### config.mk
export PLATFORM = sky130hd
export DESIGN_NAME = audio_lane_tx
export DESIGN_NICKNAME = d
export VERILOG_FILES = /design/src/rtl/atx_pkg.sv /design/src/rtl/atx_bitclk.sv /design/src/rtl/atx_hold.sv /design/src/rtl/atx_lane.sv /design/src/rtl/audio_lane_tx.sv
export SDC_FILE = /design/constraint.sdc
export NUM_CORES = 1
export LEC_CHECK = 0
export BUFFER_PORTS_ARGS = -buffer_cell sky130_fd_sc_hd__buf_2
export CELL_PAD_IN_SITES_DETAIL_PLACEMENT = 1
export CELL_PAD_IN_SITES_GLOBAL_PLACEMENT = 2
export CORE_ASPECT_RATIO = 1.4
export CORE_UTILIZATION = 36
export CTS_CLUSTER_SIZE = 40
export DETAILED_ROUTE_END_ITERATION = 10
export PLACE_DENSITY = 0.95
export SLEW_MARGIN = 20
export SYNTH_ARGS = -nofsm -noshare
export SYNTH_HDL_FRONTEND = slang
export SYNTH_SLANG_ARGS = --single-unit
### constraint.sdc
create_clock -name clk -period 9.4 [get_ports clk]
set_input_delay 0.94 -clock clk [delete_from_list [all_inputs] [get_ports clk]]
set_output_delay 0.94 -clock clk [all_outputs]
set_load 0.01 [all_outputs]
### src/rtl/atx_pkg.sv
package atx_pkg;
    localparam int SLOT_W     = 32;
    localparam int SAMPLE_W   = 24;
    localparam int FRAME_BITS = 2 * SLOT_W;
    localparam int IDX_W      = $clog2(FRAME_BITS);
    localparam int HALF_W     = 4;
    localparam int CNT_W      = HALF_W + 1;
    localparam logic [SLOT_W-1:0] SLOT_ONE = SLOT_W'(1);

    typedef enum logic [1:0] {
        WID_16  = 2'd0,
        WID_RSV = 2'd1,
        WID_20  = 2'd2,
        WID_24  = 2'd3
    } width_e;

    // One-cycle strobes from the bit timing generator
    typedef struct packed {
        logic tick;         // bit boundary: bclk falls, data advances
        logic slot_start;   // first bit of a slot
        logic frame_start;  // first bit of a left slot
        logic right;        // slot being started is the right one
    } strobe_t;

    // Half of the bit clock period, in clk cycles
    function automatic logic [HALF_W-1:0] half_period(input logic [3:0] code);
        case (code)
            4'd2:    return 4'd2;
            4'd4:    return 4'd4;
            4'd6:    return 4'd6;
            default: return 4'd1;
        endcase
    endfunction

    function automatic logic [5:0] sample_bits(input logic [1:0] code);
        case (width_e'(code))
            WID_20:  return 6'd20;
            WID_24:  return 6'd24;
            default: return 6'd16;
        endcase
    endfunction

    // Mask the sample to its width and place it in the slot
    function automatic logic [SLOT_W-1:0] place_sample(
        input logic [SAMPLE_W-1:0] s,
        input logic [1:0]          code,
        input logic                msb
    );
        logic [5:0]        w;
        logic [SLOT_W-1:0] mask;
        logic [SLOT_W-1:0] v;
        w    = sample_bits(code);
        mask = (SLOT_ONE << w) - SLOT_ONE;
        v    = {{(SLOT_W-SAMPLE_W){1'b0}}, s} & mask;
        return msb ? (v << (6'(SLOT_W) - w)) : v;
    endfunction
endpackage

### src/rtl/atx_bitclk.sv
module atx_bitclk import atx_pkg::*; (
    input  logic       clk,
    input  logic       rst,
    input  logic [3:0] div_code,
    output logic       bclk,
    output logic       wclk,
    output strobe_t    strb
);
    logic [CNT_W-1:0]  cnt;
    logic [CNT_W-1:0]  cnt_nx;
    logic [CNT_W-1:0]  last;
    logic [HALF_W-1:0] half;
    logic [IDX_W-1:0]  idx;
    logic [IDX_W-1:0]  idx_nx;

    always_comb begin
        half             = half_period(div_code);
        last             = {half, 1'b0} - CNT_W'(1);
        strb.tick        = (cnt >= last);
        cnt_nx           = strb.tick ? '0 : cnt + CNT_W'(1);
        idx_nx           = idx + IDX_W'(1);
        strb.slot_start  = strb.tick && (idx_nx[IDX_W-2:0] == '0);
        strb.frame_start = strb.tick && (idx_nx == '0);
        strb.right       = idx_nx[IDX_W-1];
    end

    // Bit index resets to the last right bit so the first tick opens a frame
    always_ff @(posedge clk) begin
        if (rst) begin
            cnt  <= '0;
            idx  <= '1;
            bclk <= 1'b0;
            wclk <= 1'b1;
        end else begin
            cnt  <= cnt_nx;
            bclk <= (cnt_nx >= {1'b0, half});
            if (strb.tick) begin
                idx  <= idx_nx;
                wclk <= idx_nx[IDX_W-1];
            end
        end
    end
endmodule

### src/rtl/atx_hold.sv
module atx_hold #(
    parameter int W = 24
) (
    input  logic         clk,
    input  logic         rst,
    input  logic         flush,
    input  logic         in_valid,
    input  logic [W-1:0] in_data,
    output logic         in_ready,
    input  logic         take,
    output logic         full,
    output logic [W-1:0] data
);
    logic accept;

    assign in_ready = !full;
    assign accept   = in_valid && !full && !flush;

    always_ff @(posedge clk) begin
        if (rst || flush) begin
            full <= 1'b0;
        end else if (take) begin
            full <= 1'b0;
        end else if (accept) begin
            full <= 1'b1;
        end
        if (rst) begin
            data <= '0;
        end else if (accept) begin
            data <= in_data;
        end
    end
endmodule

### src/rtl/atx_lane.sv
module atx_lane import atx_pkg::*; (
    input  logic                clk,
    input  logic                rst,
    input  strobe_t             strb,
    input  logic                en,
    input  logic                flush,
    input  logic [1:0]          width_code,
    input  logic                msb_side,
    input  logic                l_valid,
    input  logic [SAMPLE_W-1:0] l_data,
    output logic                l_ready,
    input  logic                r_valid,
    input  logic [SAMPLE_W-1:0] r_data,
    output logic                r_ready,
    output logic                sd,
    output logic                run,
    output logic                urun
);
    logic [1:0]          vld;
    logic [1:0]          rdy;
    logic [1:0]          full;
    logic [1:0]          take;
    logic [SAMPLE_W-1:0] din  [2];
    logic [SAMPLE_W-1:0] held [2];
    logic                run_nx;
    logic                side;
    logic                have;
    logic [SLOT_W-1:0]   shreg;

    assign vld     = {r_valid, l_valid};
    assign din[0]  = l_data;
    assign din[1]  = r_data;
    assign l_ready = rdy[0];
    assign r_ready = rdy[1];
    assign sd      = shreg[SLOT_W-1];

    always_comb begin
        run_nx     = strb.frame_start ? en : run;
        side       = strb.right;
        have       = full[side];
        take       = '0;
        take[side] = strb.slot_start && run_nx && have;
    end

    // index 0 holds the left sample, index 1 the right
    for (genvar s = 0; s < 2; s++) begin : g_side
        atx_hold #(.W(SAMPLE_W)) u_hold (
            .clk      (clk),
            .rst      (rst),
            .flush    (flush),
            .in_valid (vld[s]),
            .in_data  (din[s]),
            .in_ready (rdy[s]),
            .take     (take[s]),
            .full     (full[s]),
            .data     (held[s])
        );
    end

    always_ff @(posedge clk) begin
        if (rst) begin
            run   <= 1'b0;
            shreg <= '0;
            urun  <= 1'b0;
        end else begin
            if (strb.frame_start) begin
                run <= en;
            end
            if (strb.slot_start) begin
                if (run_nx && have) begin
                    shreg <= place_sample(held[side], width_code, msb_side);
                end else begin
                    shreg <= '0;
                end
                if (run_nx && !have) begin
                    urun <= 1'b1;
                end
            end else if (strb.tick) begin
                shreg <= {shreg[SLOT_W-2:0], 1'b0};
            end
            if (flush) begin
                urun <= 1'b0;
            end
        end
    end
endmodule

### src/rtl/audio_lane_tx.sv
module audio_lane_tx import atx_pkg::*; #(
    parameter int LANES = 4
) (
    input  logic                      clk,
    input  logic                      rst,
    input  logic [3:0]                div_code,
    input  logic [1:0]                width_code,
    input  logic                      msb_side,
    input  logic [LANES-1:0]          lane_en,
    input  logic                      buf_flush,
    input  logic [LANES-1:0]          left_valid,
    input  logic [LANES*SAMPLE_W-1:0] left_data,
    output logic [LANES-1:0]          left_ready,
    input  logic [LANES-1:0]          right_valid,
    input  logic [LANES*SAMPLE_W-1:0] right_data,
    output logic [LANES-1:0]          right_ready,
    output logic                      bclk,
    output logic                      wclk,
    output logic [LANES-1:0]          sdata,
    output logic [LANES-1:0]          lane_run,
    output logic [LANES-1:0]          underrun
);
    strobe_t strb;

    atx_bitclk u_clkgen (
        .clk      (clk),
        .rst      (rst),
        .div_code (div_code),
        .bclk     (bclk),
        .wclk     (wclk),
        .strb     (strb)
    );

    for (genvar n = 0; n < LANES; n++) begin : g_lane
        atx_lane u_lane (
            .clk        (clk),
            .rst        (rst),
            .strb       (strb),
            .en         (lane_en[n]),
            .flush      (buf_flush),
            .width_code (width_code),
            .msb_side   (msb_side),
            .l_valid    (left_valid[n]),
            .l_data     (left_data[n*SAMPLE_W +: SAMPLE_W]),
            .l_ready    (left_ready[n]),
            .r_valid    (right_valid[n]),
            .r_data     (right_data[n*SAMPLE_W +: SAMPLE_W]),
            .r_ready    (right_ready[n]),
            .sd         (sdata[n]),
            .run        (lane_run[n]),
            .urun       (underrun[n])
        );
    end
endmodule

# == Word-level counts from Yosys, hierarchy flattened ==
# Cells that the tools add are included.
# word_totals
reg_bits,349
inputBits,214
out_inout_bits,22
elab_cells,192
# op_classes
add_sub_neg,11
order_cmp,5
n_eq_ne,5
shift,8
n_mux,57
n_bitwise,9
n_reduce_logical,65
# ops
cell,count
two-way mux 32 bit,16
two-way mux 24 bit,12
bitwise AND 24 x 32 -> 32 bit,4
left shift 1 x 6 -> 32 bit (first input constant),4
left shift 32 x 6 -> 32 bit,4
subtractor 32 x 1 -> 32 bit (second input constant),4
two-way mux 6 bit,12
logical AND 1 bit,35
subtractor 6 bit (first input constant),4
OR reduction 2 bit,9
zero test 1 bit,13
two-way mux 1 bit,13
one-hot mux 3 bit (3 select lines),1
bitwise AND 2 bit,4
equality test 4 x 3 -> 1 bit (second input constant),2
one-hot mux 4 bit (2 select lines),1
AND reduction 2 bit,4
adder 6 x 1 -> 6 bit (second input constant),1
zero test 6 bit,1
adder 5 x 1 -> 5 bit (second input constant),1
>= comparator 5 x 3 -> 1 bit,1
>= comparator 5 bit,1
zero test 5 bit,1
two-way mux 5 bit,1
other kinds (10),11

# == Logic depth before layout (Yosys ltp) ==
# logic_depth
ltp_word,17
mapped_depth,17
mapped_depth_nobuf,12

# == Cells and area by module ==
# From an unflattened synthesis, not the netlist that was laid out.
# hier_totals
hier_cells,2385
area_unflattened_um2,20931.3
# modules_own_cells
module,instances,cells_per_inst,area_each_um2,seq_area_each_um2
atx_hold,8,109,1138.6,500.5
atx_lane at g_lane[0].u_lane ...,3,353,2722.6,680.7
atx_lane at g_lane[3].u_lane,1,360,2827.7,680.7
atx_bitclk,1,94,827.0,240.2

# == Worst setup path after synthesis ==
# No wires, ideal clock.
# synth_path
path_type,input-to-reg
startpoint,input port width_code[0]
endpoint,register g_lane[3].u_lane.shreg[20]
setup_time_ns,0.134
t_arrival_ns,4.408
required_time_ns,9.266
slack_ns,4.858
cell_stages,16
path_buffers,8
cell_sequence,clkbuf_1 > nor2b_1 > buf_2 > inv_1 > buf_2 > buf_1 > buf_1 > ha_1 > clkbuf_1 > or3b_2 > clkbuf_1 > nor2_1 > clkbuf_1 > o21ai_0 > a31oi_1 > nor4_1
# synth_between
elab_chain_len,12
word_cells_on_any_way,14
classes_between,add/sub (2); eq/ne (2); shift (2); mux (7); bitwise (1)
# synth_rtl
item,line,rtl
start: declaration,audio_lane_tx.sv:7,"input logic [1:0] width_code,"
equality test 2 bit,atx_pkg.sv:36,case (width_e'(code))
one-hot mux 4 bit (2 select lines) (*),atx_pkg.sv:36,
two-way mux 6 bit (*),atx_lane.sv:70,if (run_nx && have) begin
two-way mux 6 bit (*),atx_lane.sv:69,if (strb.slot_start) begin
two-way mux 6 bit (*),atx_lane.sv:61,if (rst) begin
left shift 1 x 6 -> 32 bit,atx_pkg.sv:53,mask = (SLOT_ONE << w) - SLOT_ONE;
subtractor 32 x 1 -> 32 bit,atx_pkg.sv:53,
bitwise AND 24 x 32 -> 32 bit,atx_pkg.sv:54,"v = {{(SLOT_W-SAMPLE_W){1'b0}}, s} & mask;"
left shift 32 x 6 -> 32 bit,atx_pkg.sv:55,return msb ? (v << (6'(SLOT_W) - w)) : v;
two-way mux 32 bit (*),atx_pkg.sv:55,
two-way mux 32 bit (*),atx_lane.sv:70,
two-way mux 32 bit (*),atx_lane.sv:69,
end signal: assignment,atx_lane.sv:71,"shreg <= place_sample(held[side], width_code, msb_side);"
end signal: assignment,atx_lane.sv:79,"shreg <= {shreg[SLOT_W-2:0], 1'b0};"
end: declaration,atx_lane.sv:28,logic [SLOT_W-1:0] shreg;
# Every way passes the cells marked *; elsewhere a longest branch is shown, timed or not. The select of a mux whose other input is x is not followed.
# A chain may end at the register's enable or synchronous reset.

# == Worst setup path in the final report ==
# layout_path
startpoint,input port width_code[1]
endpoint,register g_lane[1].u_lane.shreg[23]
# layout_between
elab_chain_len,12
word_cells_on_any_way,14
classes_between,add/sub (2); eq/ne (2); shift (2); mux (7); bitwise (1)
# layout_rtl
item,line
equality test 2 bit,atx_pkg.sv:36
one-hot mux 4 bit (2 select lines) (*),atx_pkg.sv:36
two-way mux 6 bit (*),atx_lane.sv:70
two-way mux 6 bit (*),atx_lane.sv:69
two-way mux 6 bit (*),atx_lane.sv:61
left shift 1 x 6 -> 32 bit,atx_pkg.sv:53
subtractor 32 x 1 -> 32 bit,atx_pkg.sv:53
bitwise AND 24 x 32 -> 32 bit,atx_pkg.sv:54
left shift 32 x 6 -> 32 bit,atx_pkg.sv:55
two-way mux 32 bit (*),atx_pkg.sv:55
two-way mux 32 bit (*),atx_lane.sv:70
two-way mux 32 bit (*),atx_lane.sv:69
end signal: assignment,atx_lane.sv:71
end signal: assignment,atx_lane.sv:79
end: declaration,atx_lane.sv:28
# Marks and branches as above.

==> tab_implementation.tex <==
\begin{tabular}{lr}
\hline
Metric & Value \\
\hline
\multicolumn{2}{l}{\textbf{STA}} \\
Headroom to the max-slew limit & 0.2300 \\
Unrepaired setup endpoints after global routing & false \\
Number of hold-slack violations in the final timing report & 0 \\
Transition time at the pin with the least slew margin & 1152 ps \\
Total negative setup slack & 0 ps \\
Final critical delay including setup and external delays & 4604 ps \\
Slew Limit Fails & 0 \\
Maximum clock rate & 217.2 MHz \\
Share of the clock period used by the worst path after layout & 0.4898 \\
Final count of negative-setup-slack endpoints & 0 \\
Final worst clock skew & 11.48 ps \\
\multicolumn{2}{l}{\textbf{Clock network}} \\
TritonCTS Sinks & roughly 350 \\
Cts repair resizes & 0 \\
\# Post-CTS Setup Buffers & 0 \\
CTS Hold Bufs & 0 \\
Clock latency of the later-clocked register in the worst-skew pair & 550 ps \\
Root Buffer Master & clkbuf\_16 \\
Cts bufs inserted & 38 \\
Clock tree from TritonCTS & done \\
Clock-pin transition on the worst setup and hold timing paths & 60 ps \\
Maximum level of the CTS H-tree & 2 \\
Maximum clock insertion buffer count & 3 \\
\multicolumn{2}{l}{\textbf{Layout}} \\
Most frequent standard cell in the layout excluding fill and tap cells & nand2\_1 \\
NumNets Final & 2942 \\
Commonest cells after routing, fill and taps aside & 580 x nand2\_1, 347 x dfxtp\_1, 323 x a21oi\_1 \\
Fill cells & 6667 \\
Share of layout cells above drive strength 1 & 0.1484 \\
Synthesis-to-finish area growth & 12.81\% \\
Area taken by multi-input logic gates & $\sim$11000 sq um \\
Core occupancy in the finished layout & 0.4139 \\
Area taken by flip-flops and latches & 6970 sq um \\
\multicolumn{2}{l}{\textbf{Floorplan}} \\
Die outline area & 55410 sq um \\
DIE WIDTH & roughly 200 um \\
Area of the placeable core & approximately 53000 sq um \\
Top-level port count & 236 \\
Number of rows in the core area & 100 \\
Vertical die dimension & 278.1 um \\
Initial Util & 0.3669 \\
\multicolumn{2}{l}{\textbf{Synth}} \\
Dominant combinational cell family by area after synthesis & compound AO/OA/AOI/OAI gates \\
Top cells by area in the synthesized netlist & dfxtp\_1 36\%, nand2\_1 11\%, a21oi\_1 8.3\% \\
Yosys reg bits & 348 \\
Most common flop cell mapped by yosys & dfxtp\_1 \\
Fraction of the mapped netlist area in adder cells & 0.007021 \\
Total number of yosys warnings & 0 \\
Post-synthesis share of cell area spent on and, or, nand and nor gates & 0.2348 \\
Number of flops mapped to enable cells by yosys & 0 \\
Number of nets in the synthesized netlist & 2882 \\
Yosys top cell by area & dfxtp\_1 \\
Xor/xnor share of the synthesized area & 0.003574 \\
Complex-gate fraction of the synthesized area & 0.2878 \\
Post-synthesis instance total & 2657 \\
Portion of synthesized cell area occupied by the leading cell type & 0.3554 \\
Distinct cell type count after synthesis & a little under 90 \\
Portion of netlist area occupied by mux cells & 0.04749 \\
Netlist Area Pre-Place & just under 20000 sq um \\
Average cell area after synthesis & 7.378 sq um \\
Fraction of registers with async set or reset after synthesis & 0 \\
Sequential cell area fraction in the yosys report & 0.3554 \\
\multicolumn{2}{l}{\textbf{Power and ir drop}} \\
Maximum VDD drop & 273.0 uV \\
Static leakage & approximately 7.8 nW \\
Power density over the cells & 243.0 nW/um\^{}2 \\
Overall power & between 5 and 6 mW \\
\multicolumn{2}{l}{\textbf{Outcome}} \\
Status & complete, no violations \\
\multicolumn{2}{l}{\textbf{Hold path}} \\
Worst hold-check path type & flip-flop to flip-flop \\
Endpoint of the worst hold path & g\_lane[3].u\_lane.g\_side[1].u\_hold.data[7] \\
Cell count of the worst hold path & 2 \\
Start point of the worst min-delay path & g\_lane[3].u\_lane.g\_side[1].u\_hold.data[7] \\
\multicolumn{2}{l}{\textbf{Global routing}} \\
Maximum number of pins on one net before global-route repair & 161 \\
First-pass GRT wire length & 133700 um \\
GRT Resource Usage Total & 0.3133 \\
Number of antenna violations at the first check in global routing & 3 \\
Aggregate global routing overflow & 0 \\
Vias in the first global route & 22020 \\
\multicolumn{2}{l}{\textbf{Setup path}} \\
Crit Reg-Reg Startpoint & u\_clkgen.idx[4] \\
List of cells traversed by the critical path & buf\_2 -> nor2b\_2 -> inv\_2 -> ha\_1 -> buf\_4 -> nand2\_1 -> nor2\_1 -> nand2\_1 -> o221ai\_1 -> nand3\_1 -> o221ai\_1 -> o41ai\_1 \\
CP Max Fanout & 30 \\
CP required & 9790 ps \\
Worst endpoint data arrival time & 5000 ps \\
Critical path type & primary input to flip-flop \\
Worst R2R Path Depth & 10 \\
Worst reg-to-reg setup slack & 4940 ps \\
Master of the slowest instance on the critical path & nand2\_1 \\
Gate family responsible for the most delay along the worst path & simple AND/OR/NAND/NOR gates \\
Crit start category & primary input \\
Max stage delay on crit path & 760 ps \\
Critical Path Sink Type & flip-flop \\
Worst path bufs/invs & 3 \\
Reg-to-reg endpoint & g\_lane[0].u\_lane.shreg[31] \\
\multicolumn{2}{l}{\textbf{Drt}} \\
Routed Antenna Nets & 0 \\
Total wire length after detailed routing & 87870 um \\
1st-pass router iterations & 5 \\
Average wire per cell in the routed design & 25.40 um \\
Vias/cell & between 6 and 7 \\
Via total after detailed routing & 21500 \\
Iter 0 DRT Violations & 1593 \\
Number of design rule violations left after detail routing & 0 \\
\multicolumn{2}{l}{\textbf{Placement}} \\
Count of buffers from port buffering & 235 \\
RePlAce Congestion & 0.9569 \\
Detailed placement HPWL & 61030 um \\
\multicolumn{2}{l}{\textbf{Run}} \\
Maximum capacitance violations & 0 \\
\hline
\end{tabular}
-- synthesized netlist by cell type, types with 10 or more instances --
cell type,count
clkbuf_1,164
o211ai_1,13
mux2i_1,78
o221ai_1,19
a21oi_1,324
inv_1,12
ha_1,11
buf_2,26
nand4_1,16
nor4_1,32
o21ai_0,134
a21o_1,10
and3_1,12
nand3_1,55
a2111oi_2,11
a22oi_1,36
a311oi_1,26
nor3_1,70
nand2_1,580
o22ai_1,63
buf_1,26
and2_1,17
nand2b_1,45
a211oi_1,86
buf_4,27
a221oi_1,38
nor2_1,200
a31oi_1,10
dfxtp_1,348
-- logic make-up (layout without fill, tap and decap cells) --
| group | Yosys count | count (layout) |
|---|---|---|
| xor+xnor | 8 | 8 |
| other cells | 1 | 4 |
| fa+ha+maj | 11 | 11 |
| mux | 90 | 90 |
| simple gates | 1061 | 1061 |
| buf+inv | 268 | 354 |
| flops | 348 | 348 |
| compound gates | 870 | 870 |
-- flip-flops by register name, indices dropped and copies added, names as in the netlist --
name                              cells
g_lane.u_lane.g_side.u_hold.data    192
g_lane.u_lane.shreg                 128
g_lane.u_lane.g_side.u_hold.full      8
u_clkgen.idx                          6
u_clkgen.cnt                          5
g_lane.u_lane.run                     4
g_lane.u_lane.urun                    4
u_clkgen.bclk                         1
-- power breakdown --
group	internal, mW	switching (mW)
logic	0.596	1.52
clock network	0.872	0.651
registers	1.61	0.122
-- tightest hold or removal path, stage by stage, from the launching register on --
cell	delay (ps)
dfxtp_1	310
nand2_1	50
a21oi_1	50
-- per-layer routing --
metal	GRT usage	wire length, um	vias up
met5	0	0	-
met4	0.1777	5076	0
met3	0.04484	6383	285
met2	0.4950	40320	1023
met1	0.4050	36100	10520
li1	-	-	9679
-- cell type report --
type | count | area share
diodes | 3 | 0.0003395
multi-input cells | 2041 | 0.5192
repair buffers | 273 | 0.06710
inverters | 15 | 0.002546
well taps | 714 | 0.04040
clock inverters | 11 | 0.005205
flip-flops and latches | 348 | 0.3152
clock buffers | 55 | 0.05001
-- metrics by stage --
stage | hold slack [ps] | setup slack (ps) | cells | instance area (sq um)
after floorplan | 431.9 | 4858 | 2657 | 19600
after detailed placement | 448.0 | 4381 | 3391 | 20880
after global routing | 468.3 | 4732 | 3460 | 22120
after global placement | 438.7 | 4638 | 3391 | 20870
final | 454.4 | 4796 | 3460 | 22120
after CTS | 456.7 | 4916 | 3457 | 22100
-- worst max path at each step --
stage	depth (start not counted)	from	to
6_report	12	width_code[1]	g_lane[1].u_lane.shreg[23]
5_1_grt	12	div_code[3]	g_lane[3].u_lane.shreg[20]
4_1_cts	11	width_code[1]	g_lane[2].u_lane.shreg[8]
3_3_place_gp	12	width_code[1]	g_lane[0].u_lane.shreg[23]
3_5_place_dp	11	width_code[1]	g_lane[2].u_lane.shreg[8]
2_1_floorplan	16	width_code[0]	g_lane[3].u_lane.shreg[20]
Power figures use the tool's default switching activity.
